File: src/rtl/exc_state_pkg.sv
package exc_state_pkg;
  localparam int STACK_W = 6;
  localparam int MASK_LO = 8;
  localparam int MASK_W  = 8;
  localparam int PEND_LO = 10;
  localparam int CODE_LO = 2;
  localparam int CODE_W  = 4;

  localparam logic [1:0] IDX_STATUS = 2'd0;
  localparam logic [1:0] IDX_CAUSE  = 2'd1;
  localparam logic [1:0] IDX_EPC    = 2'd2;
  localparam logic [1:0] IDX_BAD    = 2'd3;

  typedef struct packed {
    logic takeExc;
    logic doEret;
    logic wrStatus;
    logic wrCause;
    logic wrEpc;
    logic loadBad;
  } ctrlStrobes_t;

  // codes 4..7 are the memory-access codes
  function automatic logic isMemCode(input logic [CODE_W-1:0] code);
    return code[CODE_W-1:2] == 2'b01;
  endfunction
endpackage

File: src/rtl/exc_state_ctrl.sv
module exc_state_ctrl
  import exc_state_pkg::*;
(
  input  logic              excValid,
  input  logic              eretValid,
  input  logic [CODE_W-1:0] excCode,
  input  logic              regWrEn,
  input  logic [1:0]        regIdx,
  input  logic              kernelMode,
  output ctrlStrobes_t      strobes
);
  logic swWrite;

  always_comb begin
    swWrite = regWrEn && kernelMode && !excValid && !eretValid;
    strobes.takeExc  = excValid;
    strobes.doEret   = eretValid && !excValid;
    strobes.wrStatus = swWrite && (regIdx == IDX_STATUS);
    strobes.wrCause  = swWrite && (regIdx == IDX_CAUSE);
    strobes.wrEpc    = swWrite && (regIdx == IDX_EPC);
    strobes.loadBad  = excValid && isMemCode(excCode);
  end
endmodule

File: src/rtl/exc_state_dp.sv
module exc_state_dp
  import exc_state_pkg::*;
#(
  parameter int XLEN      = 32,
  parameter int HW_LEVELS = 5
) (
  input  logic                 clk,
  input  logic                 rst_n,
  input  ctrlStrobes_t         strobes,
  input  logic [CODE_W-1:0]    excCode,
  input  logic [XLEN-1:0]      excPc,
  input  logic [XLEN-1:0]      excAddr,
  input  logic [HW_LEVELS-1:0] hwIrq,
  input  logic [XLEN-1:0]      wrData,
  output logic [XLEN-1:0]      statusWord,
  output logic [XLEN-1:0]      causeWord,
  output logic [XLEN-1:0]      epcWord,
  output logic [XLEN-1:0]      badWord,
  output logic                 irqReq,
  output logic                 kernelMode
);
  logic [STACK_W-1:0]   stackQ;
  logic [MASK_W-1:0]    maskQ;
  logic [HW_LEVELS-1:0] pendQ;
  logic [CODE_W-1:0]    codeQ;
  logic [XLEN-1:0]      epcQ;
  logic [XLEN-1:0]      badQ;

  always_ff @(posedge clk) begin
    if (!rst_n) begin
      stackQ <= '0;
      maskQ  <= '0;
    end else begin
      if (strobes.takeExc)
        stackQ <= {stackQ[STACK_W-3:0], 2'b00};
      else if (strobes.doEret)
        stackQ <= {stackQ[STACK_W-1:STACK_W-2], stackQ[STACK_W-1:2]};
      else if (strobes.wrStatus)
        stackQ <= wrData[STACK_W-1:0];
      if (strobes.wrStatus)
        maskQ <= wrData[MASK_LO +: MASK_W];
    end
  end

  always_ff @(posedge clk) begin
    if (!rst_n) begin
      codeQ <= '0;
      epcQ  <= '0;
      badQ  <= '0;
    end else begin
      if (strobes.takeExc) begin
        codeQ <= excCode;
        epcQ  <= excPc;
      end else if (strobes.wrEpc) begin
        epcQ  <= wrData;
      end
      if (strobes.loadBad)
        badQ <= excAddr;
    end
  end

  for (genvar lvl = 0; lvl < HW_LEVELS; lvl++) begin : g_pend
    logic clrBit;
    assign clrBit = strobes.wrCause && wrData[PEND_LO + lvl];
    always_ff @(posedge clk) begin
      if (!rst_n) pendQ[lvl] <= 1'b0;
      else        pendQ[lvl] <= hwIrq[lvl] || (pendQ[lvl] && !clrBit);
    end
  end

  always_comb begin
    statusWord = '0;
    statusWord[STACK_W-1:0]       = stackQ;
    statusWord[MASK_LO +: MASK_W] = maskQ;
    causeWord = '0;
    causeWord[CODE_LO +: CODE_W]     = codeQ;
    causeWord[PEND_LO +: HW_LEVELS]  = pendQ;
    epcWord = epcQ;
    badWord = badQ;
  end

  assign irqReq     = stackQ[0] && |(pendQ & maskQ[HW_LEVELS-1:0]);
  assign kernelMode = !stackQ[1];
endmodule

File: src/rtl/exc_state_regs.sv
module exc_state_regs
  import exc_state_pkg::*;
#(
  parameter int XLEN      = 32,
  parameter int HW_LEVELS = 5
) (
  input  logic                 clk,
  input  logic                 rst_n,
  input  logic                 excValid,
  input  logic [CODE_W-1:0]    excCode,
  input  logic [XLEN-1:0]      excPc,
  input  logic [XLEN-1:0]      excAddr,
  input  logic                 eretValid,
  input  logic [HW_LEVELS-1:0] hwIrq,
  input  logic [1:0]           regIdx,
  input  logic                 regWrEn,
  input  logic [XLEN-1:0]      regWrData,
  output logic [XLEN-1:0]      regRdData,
  output logic                 irqReq,
  output logic                 userMode
);
  ctrlStrobes_t    strobes;
  logic            kernelMode;
  logic [XLEN-1:0] statusWord, causeWord, epcWord, badWord;

  exc_state_ctrl u_ctrl (
    .excValid  (excValid),
    .eretValid (eretValid),
    .excCode   (excCode),
    .regWrEn   (regWrEn),
    .regIdx    (regIdx),
    .kernelMode(kernelMode),
    .strobes   (strobes)
  );

  exc_state_dp #(.XLEN(XLEN), .HW_LEVELS(HW_LEVELS)) u_dp (
    .clk       (clk),
    .rst_n     (rst_n),
    .strobes   (strobes),
    .excCode   (excCode),
    .excPc     (excPc),
    .excAddr   (excAddr),
    .hwIrq     (hwIrq),
    .wrData    (regWrData),
    .statusWord(statusWord),
    .causeWord (causeWord),
    .epcWord   (epcWord),
    .badWord   (badWord),
    .irqReq    (irqReq),
    .kernelMode(kernelMode)
  );

  always_comb begin
    case (regIdx)
      IDX_STATUS: regRdData = statusWord;
      IDX_CAUSE:  regRdData = causeWord;
      IDX_EPC:    regRdData = epcWord;
      default:    regRdData = badWord;
    endcase
  end

  assign userMode = !kernelMode;
endmodule

File: config.mk
export PLATFORM = sky130hd
export DESIGN_NAME = exc_state_regs
export DESIGN_NICKNAME = d
export VERILOG_FILES = /design/src/rtl/exc_state_pkg.sv /design/src/rtl/exc_state_ctrl.sv /design/src/rtl/exc_state_dp.sv /design/src/rtl/exc_state_regs.sv
export SDC_FILE = /design/constraint.sdc
export NUM_CORES = 1
export LEC_CHECK = 0
export BUFFER_PORTS_ARGS = -buffer_cell sky130_fd_sc_hd__buf_2
export CAP_MARGIN = 20
export CORE_MARGIN = 1.5
export CORE_UTILIZATION = 50
export DETAILED_ROUTE_END_ITERATION = 7
export PLACE_DENSITY = 0.79
export SYNTH_ARGS = -nofsm -noshare
export SYNTH_HDL_FRONTEND = slang
export SYNTH_SLANG_ARGS = --single-unit
export TNS_END_PERCENT = 50
File: constraint.sdc
create_clock -name clk -period 2.05 [get_ports clk]
set_input_delay 0.205 -clock clk [delete_from_list [all_inputs] [get_ports clk]]
set_output_delay 0.205 -clock clk [all_outputs]
set_load 0.05 [all_outputs]
# Word-level counts from Yosys, hierarchy flattened

Cells that the tools add are included.

Register bits after elaboration: 87
Bits of input ports: 112
Output and inout bits: 34
Word-level logic and storage cells: 64

Equality and inequality tests: 4
Multiplexer cells: 6
Bitwise gates (word level): 2
Reduce and logical (&&, ||, !) cells: 40

Operator list:

| operator           | count |
|---|---|
| $pmux 32 s3        | 1 |
| $mux 32            | 2 |
| $logic_and 1x1->1  | 19 |
| $mux 6             | 3 |
| $logic_not 1->1    | 8 |
| $reduce_bool 2->1  | 3 |
| $and 5x5->5        | 1 |
| $logic_or 1x1->1   | 5 |
| $reduce_or 5->1    | 1 |
| $eq 2x1->1 const B | 2 |
| $reduce_bool 3->1  | 1 |
| $eq 2x2->1 const B | 1 |
| $logic_not 2->1    | 1 |
| $ne 2x2->1 const B | 1 |
| $reduce_and 2->1   | 1 |
| $reduce_or 2->1    | 1 |
| $not 1->1          | 1 |

# Logic depth before layout (Yosys ltp)

Gate-level depths: netlist of run 1.

Depth in word-level cells: 9
Depth in mapped cells: 7
Depth with buffers taken out: 3

# Cells and area by module

From an unflattened synthesis of run 1, not the netlist that was laid out.

Cells, all modules: 464
Area, all modules: 5006.1 um^2

By module, submodules not included:

| module         | instances | cells an instance | area an instance (um^2) | seq. area each (um^2) |
|---|---|---|---|---|
| exc_state_dp   | 1         | 416               | 4106.4                  | 1741.7 |
| exc_state_regs | 1         | 40                | 818.3                   | 0.0 |
| exc_state_ctrl | 1         | 8                 | 81.3                    | 0.0 |

# Least setup slack after synthesis of run 1

No wires, ideal clock.

Kind: input -> output
Start: input port regIdx[0]
End: output port regRdData[17]
Arrival: 1.802 ns
Required time: 1.845 ns
Setup slack: 0.043 ns
Stages: 4
Buffers on the path: 2
Path through: clkbuf_1 > clkbuf_1 > mux2i_1 > nor2b_1

Longest elaborated chain between the ends: 2
Elaborated cells on any way between the ends: 4
Those cells by class: eq/ne (2); mux (1); reduce/logical (1)

Ends and longest elaborated chain:

| item                               | RTL line             | RTL |
|---|---|---|
| start: declaration                 | exc_state_regs.sv:15 | `input logic [1:0] regIdx,` |
| $eq 2x2->1 (tied with other cells) | exc_state_regs.sv:54 | `case (regIdx)` |
| $pmux 32 s3 *                      | exc_state_regs.sv:54 |  |
| end: declaration                   | exc_state_regs.sv:18 | `output logic [XLEN-1:0] regRdData,` |

Mark *: on every way between the ends. The rest lies on a longest branch, timed or not.

# Worst setup path in the final report of run 1

Start: input port regIdx[0]
End: output port regRdData[5]

Same word-level chain as after synthesis.

==> results of run 1 <==
[report_power, final]
| part | switching [mW] | leakage, nW | internal, mW |
|---|---|---|---|
| sequential | 0.0546 | 0.715 | 1.78 |
| clock | 0.637 | 0.104 | 0.568 |
| combinational | 0.427 | 1.40 | 0.281 |
| total | 1.12 | 2.22 | 2.62 |
[cells in the final DEF, fill, tap and decap left out, drive strengths merged, types with 2 or more instances in the layout]
cell type	Yosys	final
a211oi	33	33
a21oi	44	44
a22o	5	5
a31oi	5	5
a32oi	2	2
buf	8	171
clkbuf	41	9
clkinv	0	4
dfxtp	87	87
inv	7	9
mux2	7	7
mux2i	22	22
mux4	9	9
nand2	65	65
nand2b	4	4
nand3	10	10
nor2	40	40
nor2b	20	20
nor3	34	34
nor4b	2	2
o211ai	2	2
o21a	5	5
o21ai	40	40
o221ai	2	2
or2	3	3
or4b	2	2
[how the worst max path moves through the flow]
stage,to,slack (ns)
CTS,regRdData[5],0.33
finish,regRdData[5],0.33
global route,u_dp.epcWord[1],0.24
floorplan,regRdData[17],0.04
global placement,regRdData[5],0.36
detailed placement,regRdData[5],0.33
[registers in the layout (all words and copies together) (netlist names)]
signal	count
u_dp.stackQ	6
u_dp.badWord	32
u_dp.causeWord	5
u_dp.maskQ	8
u_dp.epcWord	32
u_dp.codeQ	4
[through the flow]
step                      hold WS, ns  power [mW]
final                          0.0418        3.74
after CTS                      0.0355        3.76
after detailed placement        0.415        2.57
after global placement          0.414        2.55
after global routing           0.0474        3.88
after floorplan                 0.329        2.31
[layout make-up]
type,count,area (sq um)
sequential,87,1740
clock inverter,7,71.3
timing repair buffer,171,921
inverter,7,26.3
fill,708,2960
multi-input combinational,363,2370
clock buffer,9,124
tap,105,131
[kinds of logic (layout without fill, tap and decap cells)]
logic type	after synthesis	count (layout)	share of synthesized area
AND/OR/NAND/NOR	183	183	0.195
buffers and inverters	56	194	0.0574
flip-flops	87	87	0.400
multiplexers	38	38	0.115
AO/OA/AOI/OAI	142	142	0.233
[layer usage]
metal | wire length (um) | part of all wire
met1 | 5160 | 0.40
met2 | 6200 | 0.48
met3 | 1040 | 0.080
met4 | 561 | 0.043
met5 | 0 | 0
==> run metrics, run 1 <==
result of the run finished, final reports clean; CTS Sinks 87; biggest area consumer among synthesized cells sky130_fd_sc_hd__dfxtp_1; CP Data Arrival Time 1.51 ns; worst-case reg-to-reg path depth 4; routed wire length per instance 17.3 um; maximum operating frequency 0.583 GHz; share of flip-flops with an asynchronous set or reset after synthesis 0; top area cells in the synthesized netlist sky130_fd_sc_hd__dfxtp_1, sky130_fd_sc_hd__a211oi_2, sky130_fd_sc_hd__nand2_1, sky130_fd_sc_hd__a21oi_1, sky130_fd_sc_hd__mux2i_1; required time of the critical path 1.85 ns; clock transition time at the flip-flop clock pins of the worst setup and hold paths 0.09 ns; width of the die 96.4 um; CTS tree yes; first drt pass iteration count 6; global routing usage on met2 0.455; maximum capacitance violations 0; fraction of final layout cells with drive strength greater than 1 0.370; final worst slack 0.334 ns; hold-fix buffers at CTS 0; count of vias placed by the detailed router 4353; count of boundary I/O pins 146; clock network latency to the later pin of the worst-skew pair 0.36 ns; half-perimeter wire length of the detailed placement result 9430 um; clock period minus worst slack 1.72 ns; flops & latches, synth 87; worst setup slack for register-to-register paths 0.34 ns; H-tree depth reported by CTS 3; combined area of all synthesized cells 4360 sq um; CP Depth 4; Worst Setup SP regIdx[0]; layer with the highest usage after global routing met2; dominant register cell in the synthesized netlist sky130_fd_sc_hd__dfxtp_1; number of endpoints failing setup at the final stage 0; Std-Cell Core Area 8340 sq um; count of port buffers added during placement 145; instance count of the mapped netlist 506; Hold Path Origin hwIrq[4]; library cell contributing the largest single delay on the critical path sky130_fd_sc_hd__buf_2; Worst-Margin Slew 0.541 ns; share of the synthesized area in the top cell type 0.400; register area share after synthesis 0.400; number of nets with antenna violations after routing 0; vias per cell 5.81; worst slack, placed 0.328 ns; critical path start-end classification in -> out; Crit Reg-Reg Startpoint u_dp.stackQ[1]; hold depth 2; total detailed-routing wirelength 13000 um; worst max-slew margin expressed relative to the limit 0.639; endpoint of the worst-slack reg-to-reg timing path u_dp.epcWord[20]; largest voltage drop on the vdd net 0.383 mV; count of unresolved DRC violations after routing 0; Final TNS setup 0 ns; Non-Filler Instances 749; cell family with most CP delay buffers and inverters; violation count after the first detailed-routing iteration 342; count of antenna diodes in the layout 0; list of most frequent post-synthesis cells sky130_fd_sc_hd__dfxtp_1, sky130_fd_sc_hd__nand2_1, sky130_fd_sc_hd__a21oi_1; synthesis-to-finish area growth 23.5%; met1 Use GR 0.352; Finished Core Util 0.645; GRT overflow 0; worst min-delay path category in -> reg; element type at the critical path end output pin; end point of the worst hold path u_dp.causeWord[14]; stage delay of the slowest cell on the critical path 0.43 ns; placed standard-cell area 5190 sq um; maximum number of pins on one net before global-route repair 42; starting utilization of the core area 0.523; count of final max-slew check failures 0; Worst Path Max Fanout 20; number of buffers created by CTS 9; first-pass GRT wire length 19800 um; total leakage power 2.22 nW; sum of buffers and inverters on the critical path 3; number of gates resized after cts 0; Post-Synthesis Net Count 618; Yosys warnings 0; cell at the root of the clock tree sky130_fd_sc_hd__clkbuf_8; number of library cell types mapped by synthesis 38; Die Height 96.4 um; global placement routability congestion 0.865; RSZ-0062 raised after global routing false; initial antenna violation count 0; mean area per synthesized cell 8.61 sq um; CP Launch Type primary input; GRT Overall Usage 0.283; Placed Instances 733; Nets 751; Design Area, Final 5380 sq um; clock tree buffer depth 2; final worst path period share 0.837; most instantiated library cell after synthesis sky130_fd_sc_hd__dfxtp_1; pwr dens 695 nW/um^2; via count of the first global-routing pass 4205; number of enable flip-flop cells after synthesis 0; crit-path cells buf_2, buf_4, mux4_2, buf_2; GR met3 Demand/Resource 0.0537; critical path's most frequent cell sky130_fd_sc_hd__buf_2; Die Footprint 9290 sq um; Site Rows 33; number of setup buffers added after CTS 0; Layout Skew 0.00762 ns; number of failing hold endpoints at the final stage 0
Power figures use the tool's default switching activity.
==> run 2: changes to the inputs <==
--- a/config.mk
+++ b/config.mk
@@ -5,12 +5,13 @@
 export SDC_FILE = /design/constraint.sdc
 export NUM_CORES = 1
 export LEC_CHECK = 0
+export ABC_AREA = 1
 export BUFFER_PORTS_ARGS = -buffer_cell sky130_fd_sc_hd__buf_2
 export CAP_MARGIN = 20
 export CORE_MARGIN = 1.5
-export CORE_UTILIZATION = 50
+export CORE_UTILIZATION = 46
 export DETAILED_ROUTE_END_ITERATION = 7
-export PLACE_DENSITY = 0.79
+export PLACE_DENSITY = 0.77
 export SYNTH_ARGS = -nofsm -noshare
 export SYNTH_HDL_FRONTEND = slang
 export SYNTH_SLANG_ARGS = --single-unit
==> constraint.sdc (replaced) <==
create_clock -name clk -period 1.5 [get_ports clk]
set_input_delay 0.15 -clock clk [delete_from_list [all_inputs] [get_ports clk]]
set_output_delay 0.15 -clock clk [all_outputs]
set_load 0.05 [all_outputs]
==> run 2 against run 1 <==
Setup slack got worse by 0.27 ns. Clock power up 27%. Non-clock buffer count is 2 lower. Final cell count increased by 26%. Synthesized cell count rose by 36%. Worst hold slack worse by 0.018 ns.
==> run metrics, run 2 <==
power share of the clock group 0.301; RSZ-0062 raised after global routing false; combinational share of power 0.203; count of boundary I/O pins 146; first drt pass iteration count 5; Worst Path Max Fanout 2; count of final max-slew check failures 0; initial antenna violation count 0; Worst-Margin Slew 0.725 ns; Placed Instances 928; number of enable flip-flop cells after synthesis 0; dominant register cell in the synthesized netlist sky130_fd_sc_hd__dfxtp_1; Yosys warnings 0; clock tree buffer depth 2; CTS tree yes; maximum capacitance violations 0; Final TNS setup 0 ns; GRT overflow 0; width of the die 100 um; vias per cell 5.05; number of library cell types mapped by synthesis 26; top area cells in the synthesized netlist sky130_fd_sc_hd__dfxtp_1, sky130_fd_sc_hd__nand2_1, sky130_fd_sc_hd__nor2_1, sky130_fd_sc_hd__nand3_1, sky130_fd_sc_hd__inv_1; count of port buffers added during placement 145; share of the synthesized area in the top cell type 0.402; most common cell after layout, fill and taps aside sky130_fd_sc_hd__nand2_1; clock period minus worst slack 1.43 ns; Final Power 5.04 mW; Non-Filler Instances 944; maximum number of pins on one net before global-route repair 41; relative contribution of sequential cells to total power 0.495; flops & latches, synth 87; clock network latency to the later pin of the worst-skew pair 0.34 ns; violation count after the first detailed-routing iteration 198; Design Area, Final 5430 sq um; number of failing hold endpoints at the final stage 0; final worst path period share 0.955; met2 layer wire length in the routed design 5930 um; element type at the critical path end output pin; placed standard-cell area 5240 sq um; number of setup buffers added after CTS 0; number of endpoints failing setup at the final stage 0; length of routed met3 wiring 771 um; Worst Hold Margin 0.0240 ns; worst setup slack for register-to-register paths 0.22 ns; number of nets with antenna violations after routing 0; clock transition time at the flip-flop clock pins of the worst setup and hold paths 0.09 ns; total detailed-routing wirelength 12400 um; Post-Synthesis Net Count 801; register area share after synthesis 0.402; Site Rows 35; worst min-delay path category in -> reg; final worst slack 0.0681 ns; required time of the critical path 1.35 ns; routed wire length per instance 13.1 um; via count of the first global-routing pass 4414; pwr dens 929 nW/um^2; half-perimeter wire length of the detailed placement result 9130 um; critical path start-end classification reg -> out; Std-Cell Core Area 9200 sq um; net switching fraction of the power 0.306; number of buffers created by CTS 9; most instantiated library cell after synthesis sky130_fd_sc_hd__nand2_1; first-pass GRT wire length 19900 um; count of antenna diodes in the layout 0; starting utilization of the core area 0.471; instance count of the mapped netlist 689; met1 wire length 5490 um; count of vias placed by the detailed router 4769; Layout Skew 0.00793 ns; Die Footprint 10000 sq um; CP Launch Type register; worst max-slew margin expressed relative to the limit 0.516; Die Height 100 um; fraction of final layout cells with drive strength greater than 1 0.239; Nets 940; most frequent cells in the layout sky130_fd_sc_hd__nand2_1, sky130_fd_sc_hd__buf_2, sky130_fd_sc_hd__nor2_1; CTS Sinks 87; cell at the root of the clock tree sky130_fd_sc_hd__clkbuf_8; count of unresolved DRC violations after routing 0; combined area of all synthesized cells 4330 sq um; biggest area consumer among synthesized cells sky130_fd_sc_hd__dfxtp_1; largest voltage drop on the vdd net 0.449 mV; H-tree depth reported by CTS 3; worst slack, placed 0.102 ns; total leakage power 2.75 nW; result of the run finished, final reports clean; maximum operating frequency 0.698 GHz; switching power summed over all nets 1.54 mW; uppermost layer routed met4; GRT Overall Usage 0.248; synthesis-to-finish area growth 25.4%; mean area per synthesized cell 6.28 sq um; global placement routability congestion 0.899; list of most frequent post-synthesis cells sky130_fd_sc_hd__nand2_1, sky130_fd_sc_hd__nor2_1, sky130_fd_sc_hd__dfxtp_1; Pint 3.50 mW; share of flip-flops with an asynchronous set or reset after synthesis 0; Finished Core Util 0.590; CP Data Arrival Time 1.28 ns
## run 2: cell count changes after synthesis, sizes merged, moves of 12 or more
cell / before / now
a211oi: 33 / 0
a21oi: 44 / 24
buf: 8 / 20
clkbuf: 41 / 21
inv: 7 / 52
mux2i: 22 / 0
nand2: 65 / 221
nand3: 10 / 54
nor2: 40 / 130
nor2b: 20 / 0
nor3: 34 / 0
o21ai: 40 / 56
## run 2: path summary, 6_finish.rpt
check                startpoint          endpoint  depth (start not counted)
max          u_dp.causeWord[11]     regRdData[11]                          3
min                 excAddr[29]  u_dp.badWord[29]                          3
max reg2reg      u_dp.stackQ[1]  u_dp.epcWord[21]                          6
min reg2reg    u_dp.badWord[25]  u_dp.badWord[25]                          2
## run 2: what timing repair did
action	in CTS	in global routing
resized for setup	0	3
setup endpoints to repair	0	2
hold buffers	0	0
## run 2: per-layer routing
layer / vias to the layer above / GRT usage
met5: - / 0
met4: 0 / 0.0845
met2: 172 / 0.428
met1: 2126 / 0.322
li1: 2449 / -
met3: 22 / 0.0306
## run 2: kinds of logic after synthesis
group           after synthesis  synth area share
flops                        87             0.402
simple gates                410             0.382
buf+inv                      94            0.0911
compound gates               98             0.125
## run 2: worst max-delay path, stage by stage (launching register included)
cell and delay, ns:
sky130_fd_sc_hd__dfxtp_1 0.34, sky130_fd_sc_hd__inv_1 0.06, sky130_fd_sc_hd__o2111ai_1 0.23, sky130_fd_sc_hd__buf_2 0.31
## run 2: power by group through the flow
stage	sequential (mW)	combinational [mW]	clock, mW
6_report	2.50	1.03	1.52
5_1_grt	2.51	1.14	1.64
4_1_cts	2.50	1.02	1.54
3_5_place_dp	2.55	1.02	0
3_3_place_gp	2.55	1.00	0
2_1_floorplan	2.54	0.667	0
## run 2: area by class of cell
| cell class | instances | area [sq um] |
|---|---|---|
| Clock buffer | 12 | 155 |
| Inverter | 53 | 214 |
| Sequential cell | 87 | 1740 |
| Clock inverter | 4 | 28.8 |
| Fill cell | 922 | 3770 |
| Tap cell | 111 | 139 |
| Timing Repair Buffer | 169 | 948 |
| Multi-Input combinational cell | 508 | 2200 |
==> run 3: changes to the inputs <==
==> constraint.sdc (replaced) <==
create_clock -name clk -period 1.3 [get_ports clk]
set_input_delay 0.13 -clock clk [delete_from_list [all_inputs] [get_ports clk]]
set_output_delay 0.13 -clock clk [all_outputs]
set_load 0.05 [all_outputs]
==> run 3 against run 2 <==
The flow now finishes with violations (hold timing, setup timing). Worst hold slack got worse by 0.029 ns. Wire length grew 6.3%. First-iteration DRC count is 27% higher. Sequential cell count did not move. Sequential share of layout area shrank 2.6 points. Sequential power up 16%. Critical path depth increased by 1. Final area up 9.8%. Setup slack worse by 0.099 ns. Register-to-register slack got worse by 0.17 ns. Final cell count is 3.0% higher. Total power increased by 19%. Critical path type unchanged. Critical endpoint is now irqReq. Largest power group unchanged. Highest routed layer unchanged.
==> run metrics, run 3 (same netlist as run 2, synthesis figures left out) <==
power share of the clock group 0.294; initial antenna violation count 0; routed wire length per instance 13.6 um; H-tree depth reported by CTS 3; count of antenna diodes in the layout 0; Non-Filler Instances 972; Site Rows 35; RSZ-0062 raised after global routing true; GRT overflow 0; maximum number of pins on one net before global-route repair 45; Worst Hold Margin -0.00454 ns; CTS Sinks 87; most frequent cells in the layout sky130_fd_sc_hd__nand2_1, sky130_fd_sc_hd__nor2_1, sky130_fd_sc_hd__buf_2; Crit Reg-Reg Startpoint u_dp.stackQ[1]; final worst path period share 1.02; relative contribution of sequential cells to total power 0.480; most common cell after layout, fill and taps aside sky130_fd_sc_hd__nand2_1; half-perimeter wire length of the detailed placement result 9390 um; Worst Path Max Fanout 3; clock tree buffer depth 2; synthesis-to-finish area growth 37.8%; pwr dens 1010 nW/um^2; Die Height 100 um; largest voltage drop on the vdd net 0.562 mV; Worst-Margin Slew 0.698 ns; maximum capacitance violations 0; CP Launch Type register; net switching fraction of the power 0.314; worst min-delay path category in -> reg; critical path start-end classification reg -> out; GRT Overall Usage 0.259; Pint 4.13 mW; final worst slack -0.0307 ns; element type at the critical path end output pin; count of vias placed by the detailed router 4975; cell at the root of the clock tree sky130_fd_sc_hd__clkbuf_8; count of port buffers added during placement 145; capturing element of the worst setup path irqReq; Final TNS setup -0.0344 ns; clock network latency to the later pin of the worst-skew pair 0.36 ns; CTS tree yes; starting utilization of the core area 0.471; endpoint of the worst-slack reg-to-reg timing path u_dp.epcWord[13]; violation count after the first detailed-routing iteration 252; maximum operating frequency 0.751 GHz; Die Footprint 10000 sq um; number of buffers created by CTS 9; number of failing hold endpoints at the final stage 1; total leakage power 2.94 nW; number of endpoints failing setup at the final stage 2; Placed Instances 935; required time of the critical path 1.17 ns; Layout Skew 0.00591 ns; Final Power 6.02 mW; count of unresolved DRC violations after routing 0; worst setup slack for register-to-register paths 0.05 ns; worst slack, placed -0.0370 ns; first drt pass iteration count 5; count of boundary I/O pins 146; worst max-slew margin expressed relative to the limit 0.534; Std-Cell Core Area 9200 sq um; fraction of final layout cells with drive strength greater than 1 0.282; global placement routability congestion 0.895; number of nets with antenna violations after routing 0; Nets 968; violated checks hold timing, setup timing; combinational share of power 0.225; count of final max-slew check failures 0; FILL cells 861; switching power summed over all nets 1.89 mW; width of the die 100 um; clock period minus worst slack 1.33 ns; via count of the first global-routing pass 4525; clock transition time at the flip-flop clock pins of the worst setup and hold paths 0.09 ns; worst-case reg-to-reg path depth 6; CP Data Arrival Time 1.20 ns; first-pass GRT wire length 20700 um; vias per cell 5.12; Worst Setup SP u_dp.maskQ[4]; result of the run finished with violations; total detailed-routing wirelength 13200 um
[run 3: cell types whose count changed in the layout (fill, tap and decap cells not counted), sizes merged]
cell / delta
buf: +10
clkinv: +1
dlygate4sd3: +17
[run 3: power groups by stage]
| stage | Sequential (mW) | Clock [mW] | Combinational, mW |
|---|---|---|---|
| 2_1_floorplan | 2.93 | 0 | 0.770 |
| 3_3_place_gp | 2.94 | 0 | 1.19 |
| 3_5_place_dp | 2.95 | 0 | 1.21 |
| 4_1_cts | 2.89 | 1.79 | 1.30 |
| 5_1_grt | 2.90 | 1.90 | 1.48 |
| 6_report | 2.89 | 1.77 | 1.35 |
[run 3: repair_timing]
action,CTS,global route
endpoints found under the setup margin,24,30
pin swaps,4,7
setup buffers,1,3
hold buffers,17,0
endpoints found under the hold margin,17,0
resized for setup,43,42
[run 3: routing by layer]
metal,track usage,vias up,part of all wire
li1,-,2513,-
met1,0.338,2237,0.43
met2,0.450,203,0.49
met3,0.0251,22,0.058
met4,0.0878,0,0.019
met5,0,-,0
[run 3: worst max-delay path: stages (launching register included)]
cell	delay [ns]
sky130_fd_sc_hd__dfxtp_2	0.35
sky130_fd_sc_hd__nand2_1	0.07
sky130_fd_sc_hd__nand3_2	0.08
sky130_fd_sc_hd__o21a_1	0.20
sky130_fd_sc_hd__buf_6	0.15
[run 3: area by class of cell]
| class | count | area, sq um | area share |
|---|---|---|---|
| Inverter | 53 | 216 | 0.0363 |
| Sequential cell | 87 | 1760 | 0.295 |
| Tap cell | 111 | 139 | 0.0233 |
| Clock buffer | 11 | 141 | 0.0237 |
| Clock inverter | 5 | 41.3 | 0.00693 |
| Timing Repair Buffer | 197 | 1380 | 0.232 |
| Multi-Input combinational cell | 508 | 2280 | 0.382 |
[run 3: worst min-delay path by stage]
stage / slack, ns / start / to / depth (start not counted)
CTS: 0.003 / excAddr[9] / u_dp.badWord[9] / 3
detailed placement: 0.36 / excAddr[2] / u_dp.badWord[2] / 3
finish: -0.005 / excAddr[17] / u_dp.badWord[17] / 3
global route: 0.006 / excAddr[16] / u_dp.badWord[16] / 3
floorplan: 0.26 / excCode[3] / u_dp.codeQ[3] / 2
global placement: 0.35 / excCode[0] / u_dp.codeQ[0] / 3
[run 3: metrics by stage]
step | hold slack [ns] | cell area (sq um) | utilization
after floorplan | 0.260 | 4360 | -
after global placement | 0.354 | 5350 | 0.581
after detailed placement | 0.359 | 5350 | 0.581
after CTS | 0.00324 | 5820 | 0.633
after global routing | 0.00575 | 5960 | 0.648
final | -0.00454 | 5960 | 0.648
